`src/rtl/srlm_pkg.sv`:
```
package srlm_pkg;
  // Address bits resolved inside one shift cell; a cell holds 2**CELL_AW bits.
  localparam int unsigned CELL_AW = 4;

  function automatic int unsigned cell_sel_w(input int unsigned addr_w);
    return (addr_w < CELL_AW) ? addr_w : CELL_AW;
  endfunction
endpackage

```
`src/rtl/srlm_cell.sv`:
```
module srlm_cell #(
  parameter int unsigned SEL_W = 4
) (
  input  logic             clk,
  input  logic             rst_n,
  input  logic             shift_en,
  input  logic             sin,
  input  logic [SEL_W-1:0] tap_sel,
  output logic             tap_out,
  output logic             sout
);
  localparam int unsigned LEN = 1 << SEL_W;

  logic [LEN-1:0] sr_q;
  logic [LEN-1:0] sr_d;

  // Position 0 holds the newest bit.
  always_comb begin
    sr_d = sr_q;
    if (shift_en) begin
      sr_d = {sr_q[LEN-2:0], sin};
    end
  end

  always_ff @(posedge clk or negedge rst_n) begin
    if (!rst_n) begin
      sr_q <= '0;
    end else begin
      sr_q <= sr_d;
    end
  end

  assign tap_out = sr_q[tap_sel];
  assign sout    = sr_q[LEN-1];
endmodule

```
`src/rtl/srlm_column.sv`:
```
module srlm_column
  import srlm_pkg::*;
#(
  parameter int unsigned ADDR_W = 5
) (
  input  logic              clk,
  input  logic              rst_n,
  input  logic              shift_en,
  input  logic              sin,
  input  logic [ADDR_W-1:0] addr,
  output logic              dout,
  output logic              sout
);
  localparam int unsigned SEL_W = cell_sel_w(ADDR_W);
  localparam int unsigned HI_W  = ADDR_W - SEL_W;
  localparam int unsigned CELLS = 1 << HI_W;

  logic [CELLS:0]   chain;
  logic [CELLS-1:0] taps;

  assign chain[0] = sin;

  for (genvar k = 0; k < CELLS; k++) begin : g_cell
    srlm_cell #(.SEL_W(SEL_W)) u_cell (
      .clk      (clk),
      .rst_n    (rst_n),
      .shift_en (shift_en),
      .sin      (chain[k]),
      .tap_sel  (addr[SEL_W-1:0]),
      .tap_out  (taps[k]),
      .sout     (chain[k+1])
    );
  end

  if (HI_W == 0) begin : g_single
    assign dout = taps[0];
  end else begin : g_multi
    // Upper address bits choose the cell, lower bits the tap within it.
    assign dout = taps[addr[ADDR_W-1:SEL_W]];
  end

  assign sout = chain[CELLS];
endmodule

```
`src/rtl/srl_lut_mem.sv`:
```
module srl_lut_mem #(
  parameter int unsigned ADDR_W = 5,
  parameter int unsigned DATA_W = 4
) (
  input  logic              clk,
  input  logic              rst_n,
  input  logic              ser_din,
  input  logic              ser_en_in,
  input  logic [ADDR_W-1:0] rd_addr,
  output logic [DATA_W-1:0] rd_data,
  output logic              ser_dout,
  output logic              ser_en_out
);
  // Column c's last bit feeds column c+1's first bit.
  logic [DATA_W:0] link;

  assign link[0] = ser_din;

  for (genvar c = 0; c < DATA_W; c++) begin : g_col
    srlm_column #(.ADDR_W(ADDR_W)) u_col (
      .clk      (clk),
      .rst_n    (rst_n),
      .shift_en (ser_en_in),
      .sin      (link[c]),
      .addr     (rd_addr),
      .dout     (rd_data[c]),
      .sout     (link[c+1])
    );
  end

  assign ser_dout   = link[DATA_W];
  assign ser_en_out = ser_en_in;
endmodule

```
`config.mk`:
```
export PLATFORM = sky130hd
export DESIGN_NAME = srl_lut_mem
export DESIGN_NICKNAME = d
export VERILOG_FILES = /design/src/rtl/srlm_pkg.sv /design/src/rtl/srlm_cell.sv /design/src/rtl/srlm_column.sv /design/src/rtl/srl_lut_mem.sv
export SDC_FILE = /design/constraint.sdc
export NUM_CORES = 1
export LEC_CHECK = 0
export CAP_MARGIN = 5
export CORE_ASPECT_RATIO = 0.5
export CORE_UTILIZATION = 55
export CTS_BUF_LIST = sky130_fd_sc_hd__clkbuf_8
export CTS_CLUSTER_DIAMETER = 40
export DETAILED_ROUTE_END_ITERATION = 12
export HOLD_SLACK_MARGIN = 0.08
export PLACE_DENSITY = 0.74
export SYNTH_ARGS = -nofsm -noshare
export SYNTH_HDL_FRONTEND = slang
export SYNTH_SLANG_ARGS = --single-unit
```
`constraint.sdc`:
```
create_clock -name clk -period 2.69 [get_ports clk]
set_input_delay 0.4035 -clock clk [delete_from_list [all_inputs] [get_ports clk]]
set_output_delay 0.4035 -clock clk [all_outputs]
set_load 0.02 [all_outputs]
```
==> flow_metrics.py <==
metrics = {
    "status": {
        "status": "finished, final reports clean",
    },
    "detailed_routing": {
        "routed_via_density": 5.87,
        "firstDrtPassIters": 6,
        "route.detailed.drc": 0,
        "route.met3.wl_microns": 342,
        "routed_wirelength_mm": 9.65,
        "wl_per_cell_microns": 19.4,
        "routedLengthMet1_mm": 4.46,
        "drt_iter0_drc": 177,
        "num_vias": 2922,
        "final_antenna_net_count": 0,
        "top_layer": "met4",
        "met2_wirelength_mm": 4.80,
    },
    "power": {
        "p_leak_nw": 3.09,
        "p_sw_mw": 1.09,
        "pwr-share-comb": 0.122,
        "seqPwrFrac": 0.504,
        "power_frac_clock": 0.374,
        "sw_frac_of_total": 0.245,
        "vdd_drop_max_v": 0.000349,
        "intPower_mw": 3.36,
        "power.density_nw_per_um2": 680,
        "power.total_mw": 4.45,
    },
    "floorplanning": {
        "die_x_microns": 146,
        "initial_utilization": 0.586,
        "num_io_pins": 15,
        "rows": 25,
        "dieArea_sq_um": 10900,
        "die_h_microns": 74.2,
        "core_area_sq_um": 9790,
    },
    "finish": {
        "postLayoutCellArea_sq_um": 6540,
        "fin_cells": 498,
        "drive_gt1_frac": 0.628,
        "antenna_cells": 0,
        "reg_top3": "g_col.u_col.g_cell.u_cell.sr_q: 128 flops",
        "fin_nets": 359,
        "largest_reg_flops": 128,
        "final_core_util": 0.668,
        "top_register": "g_col.u_col.g_cell.u_cell.sr_q",
        "area_growth_pct": 14.0,
        "num-fill-cells": 657,
    },
    "setup_path": {
        "cp.required_ns": 2.29,
        "worstSetupStartpointType": "register",
        "path_class": "register to primary output",
        "arrival_ns": 2.22,
        "end_kind": "primary output",
        "critPathMaxFanout": 3,
    },
    "synthesis": {
        "synth-seq-cells": 128,
        "syn_nets": 337,
        "syn_area_per_cell_sq_um": 17.5,
        "synth_top_cell_area_share": 0.558,
        "synth_edf_count": 0,
        "syn_area_sq_um": 5740,
        "synth.most_common_cell": "mux2_2",
        "synthCells": 328,
        "ys.flop_type": "dfrtp_1",
        "ys_top_cells_by_count": "mux2_2 (132), dfrtp_1 (128), mux4_2 (40), clkbuf_1 (15), buf_4 (5)",
        "ys_seq_area_frac": 0.558,
        "synth_area_leader_cell": "dfrtp_1",
        "async_flop_share": 1.00,
        "synth.top_cells.by_area": "dfrtp_1 (56%), mux2_2 (26%), mux4_2 (16%)",
        "yosysUniqueCellTypes": 8,
        "synth_warnings": 0,
    },
    "clock_tree": {
        "clkTransAtPathRegs_ns": 0.07,
        "cts_buffers": 17,
        "cts_tree": "yes",
        "cts-htree-levels": 4,
        "clockBufferDepth": 2,
        "clock-sinks": 128,
        "root_buffer": "clkbuf_8",
        "clk_latency_ns": 0.43,
    },
    "sta": {
        "hold_ws_ns": 0.494,
        "setup_ws_ns": 0.0692,
        "fin_setup_tns_ns": 0,
        "max_freq_ghz": 0.382,
        "hold_viol_final": 0,
        "fin_worst_skew_ns": 0.00630,
        "grt_setup_unrepaired": "false",
        "setup_viol": 0,
        "period_needed_ns": 2.62,
        "slew_headroom": 0.568,
        "tightestPinTransition_ns": 0.648,
        "fin_crit_sh": 0.974,
        "maxSlewViolCount": 0,
    },
    "placed_design": {
        "dpl_cell_area_sq_um": 6020,
        "dp_hpwl_mm": 5.73,
        "dpl.cell_count": 457,
        "io_buffers": 14,
        "pre_cts_slack_ns": -0.545,
        "gp_congestion": 0.741,
    },
    "global_route": {
        "grt_pass1_wl_mm": 16.1,
        "grt_pass1_vias": 3069,
        "grt_max_degree": 129,
        "grt-ovfl-total": 0,
        "antenna_found_initial": 0,
        "grt_use_total": 0.202,
    },
    "job": {
        "cap_violations": 0,
    },
    "hold_path": {
        "hold_path_class": "input pin to asynchronous set/reset pin",
    },
}
-- timing repair --
item | in CTS | in global routing
hold endpoints to repair | 39 | 0
resized for setup | 19 | 11
endpoints found under the setup margin | 4 | 4
hold buffers | 1 | 0
buffers inserted | 1 | 6
cloned | 1 | 0
-- critical path, stage by stage, from the launching register on --
cell and delay (ns):
dfrtp_1 0.41, mux4_2 0.48, mux4_2 0.47, mux2_4 0.29, buf_6 0.13
-- power groups by stage --
stage / clock [mW] / combinational (mW) / sequential, mW
floorplan: 0 / 0.410 / 2.23
global placement: 0 / 0.512 / 2.26
detailed placement: 0 / 0.534 / 2.28
global route: 1.79 / 0.579 / 2.27
CTS: 1.70 / 0.540 / 2.24
finish: 1.66 / 0.542 / 2.24
-- metal layers --
| metal | GRT usage | vias to the layer above |
|---|---|---|
| li1 | - | 1298 |
| met1 | 0.264 | 1578 |
| met2 | 0.329 | 42 |
| met3 | 0.0755 | 4 |
| met4 | 0.0521 | 0 |
| met5 | 0 | - |
-- logic make-up after synthesis --
group,synth area share
buffers and inverters,0.0257
flip-flops,0.558
multiplexers,0.416
-- path summary, 6_finish.rpt --
| check | cells past startpoint | slack, ns | from | endpoint |
|---|---|---|---|---|
| max in group asynchronous | 3 | 1.35 | rst_n | g_col[3].u_col.g_cell[1].u_cell.sr_q[11] |
| worst max register to register | 2 | 1.74 | g_col[1].u_col.g_cell[0].u_cell.sr_q[8] | g_col[1].u_col.g_cell[0].u_cell.sr_q[8] |
| min in group clk | 1 | 0.53 | g_col[0].u_col.g_cell[1].u_cell.sr_q[10] | g_col[0].u_col.g_cell[1].u_cell.sr_q[10] |
| worst min register to register | 1 | 0.53 | g_col[0].u_col.g_cell[1].u_cell.sr_q[10] | g_col[0].u_col.g_cell[1].u_cell.sr_q[10] |
| worst max-delay path | 4 | 0.07 | g_col[2].u_col.g_cell[0].u_cell.sr_q[7] | rd_data[2] |
| worst min-delay path | 2 | 0.49 | rst_n | g_col[3].u_col.g_cell[0].u_cell.sr_q[10] |
-- cell usage in the layout, fill, tap and decap left out, drive strengths merged --
master	Yosys	routed
clkinvlp	0	5
bufinv	0	3
mux4	40	40
mux2	132	132
clkbuf	15	17
bufbuf	0	1
dfrtp	128	128
dlygate4sd3	0	1
clkinv	0	7
clkdlybuf4s15	0	1
clkdlybuf4s50	0	6
buf	13	22
-- cell type report --
cell class / count / area (sq um) / share of cell area
clock buffers: 17 / 234 / 0.0358
clock inverters: 15 / 170 / 0.0260
multi-input cells: 172 / 2400 / 0.367
flip-flops and latches: 128 / 3200 / 0.490
well taps: 135 / 169 / 0.0258
repair buffers: 31 / 367 / 0.0560
Note: power is estimated with default switching activity, not from simulation.
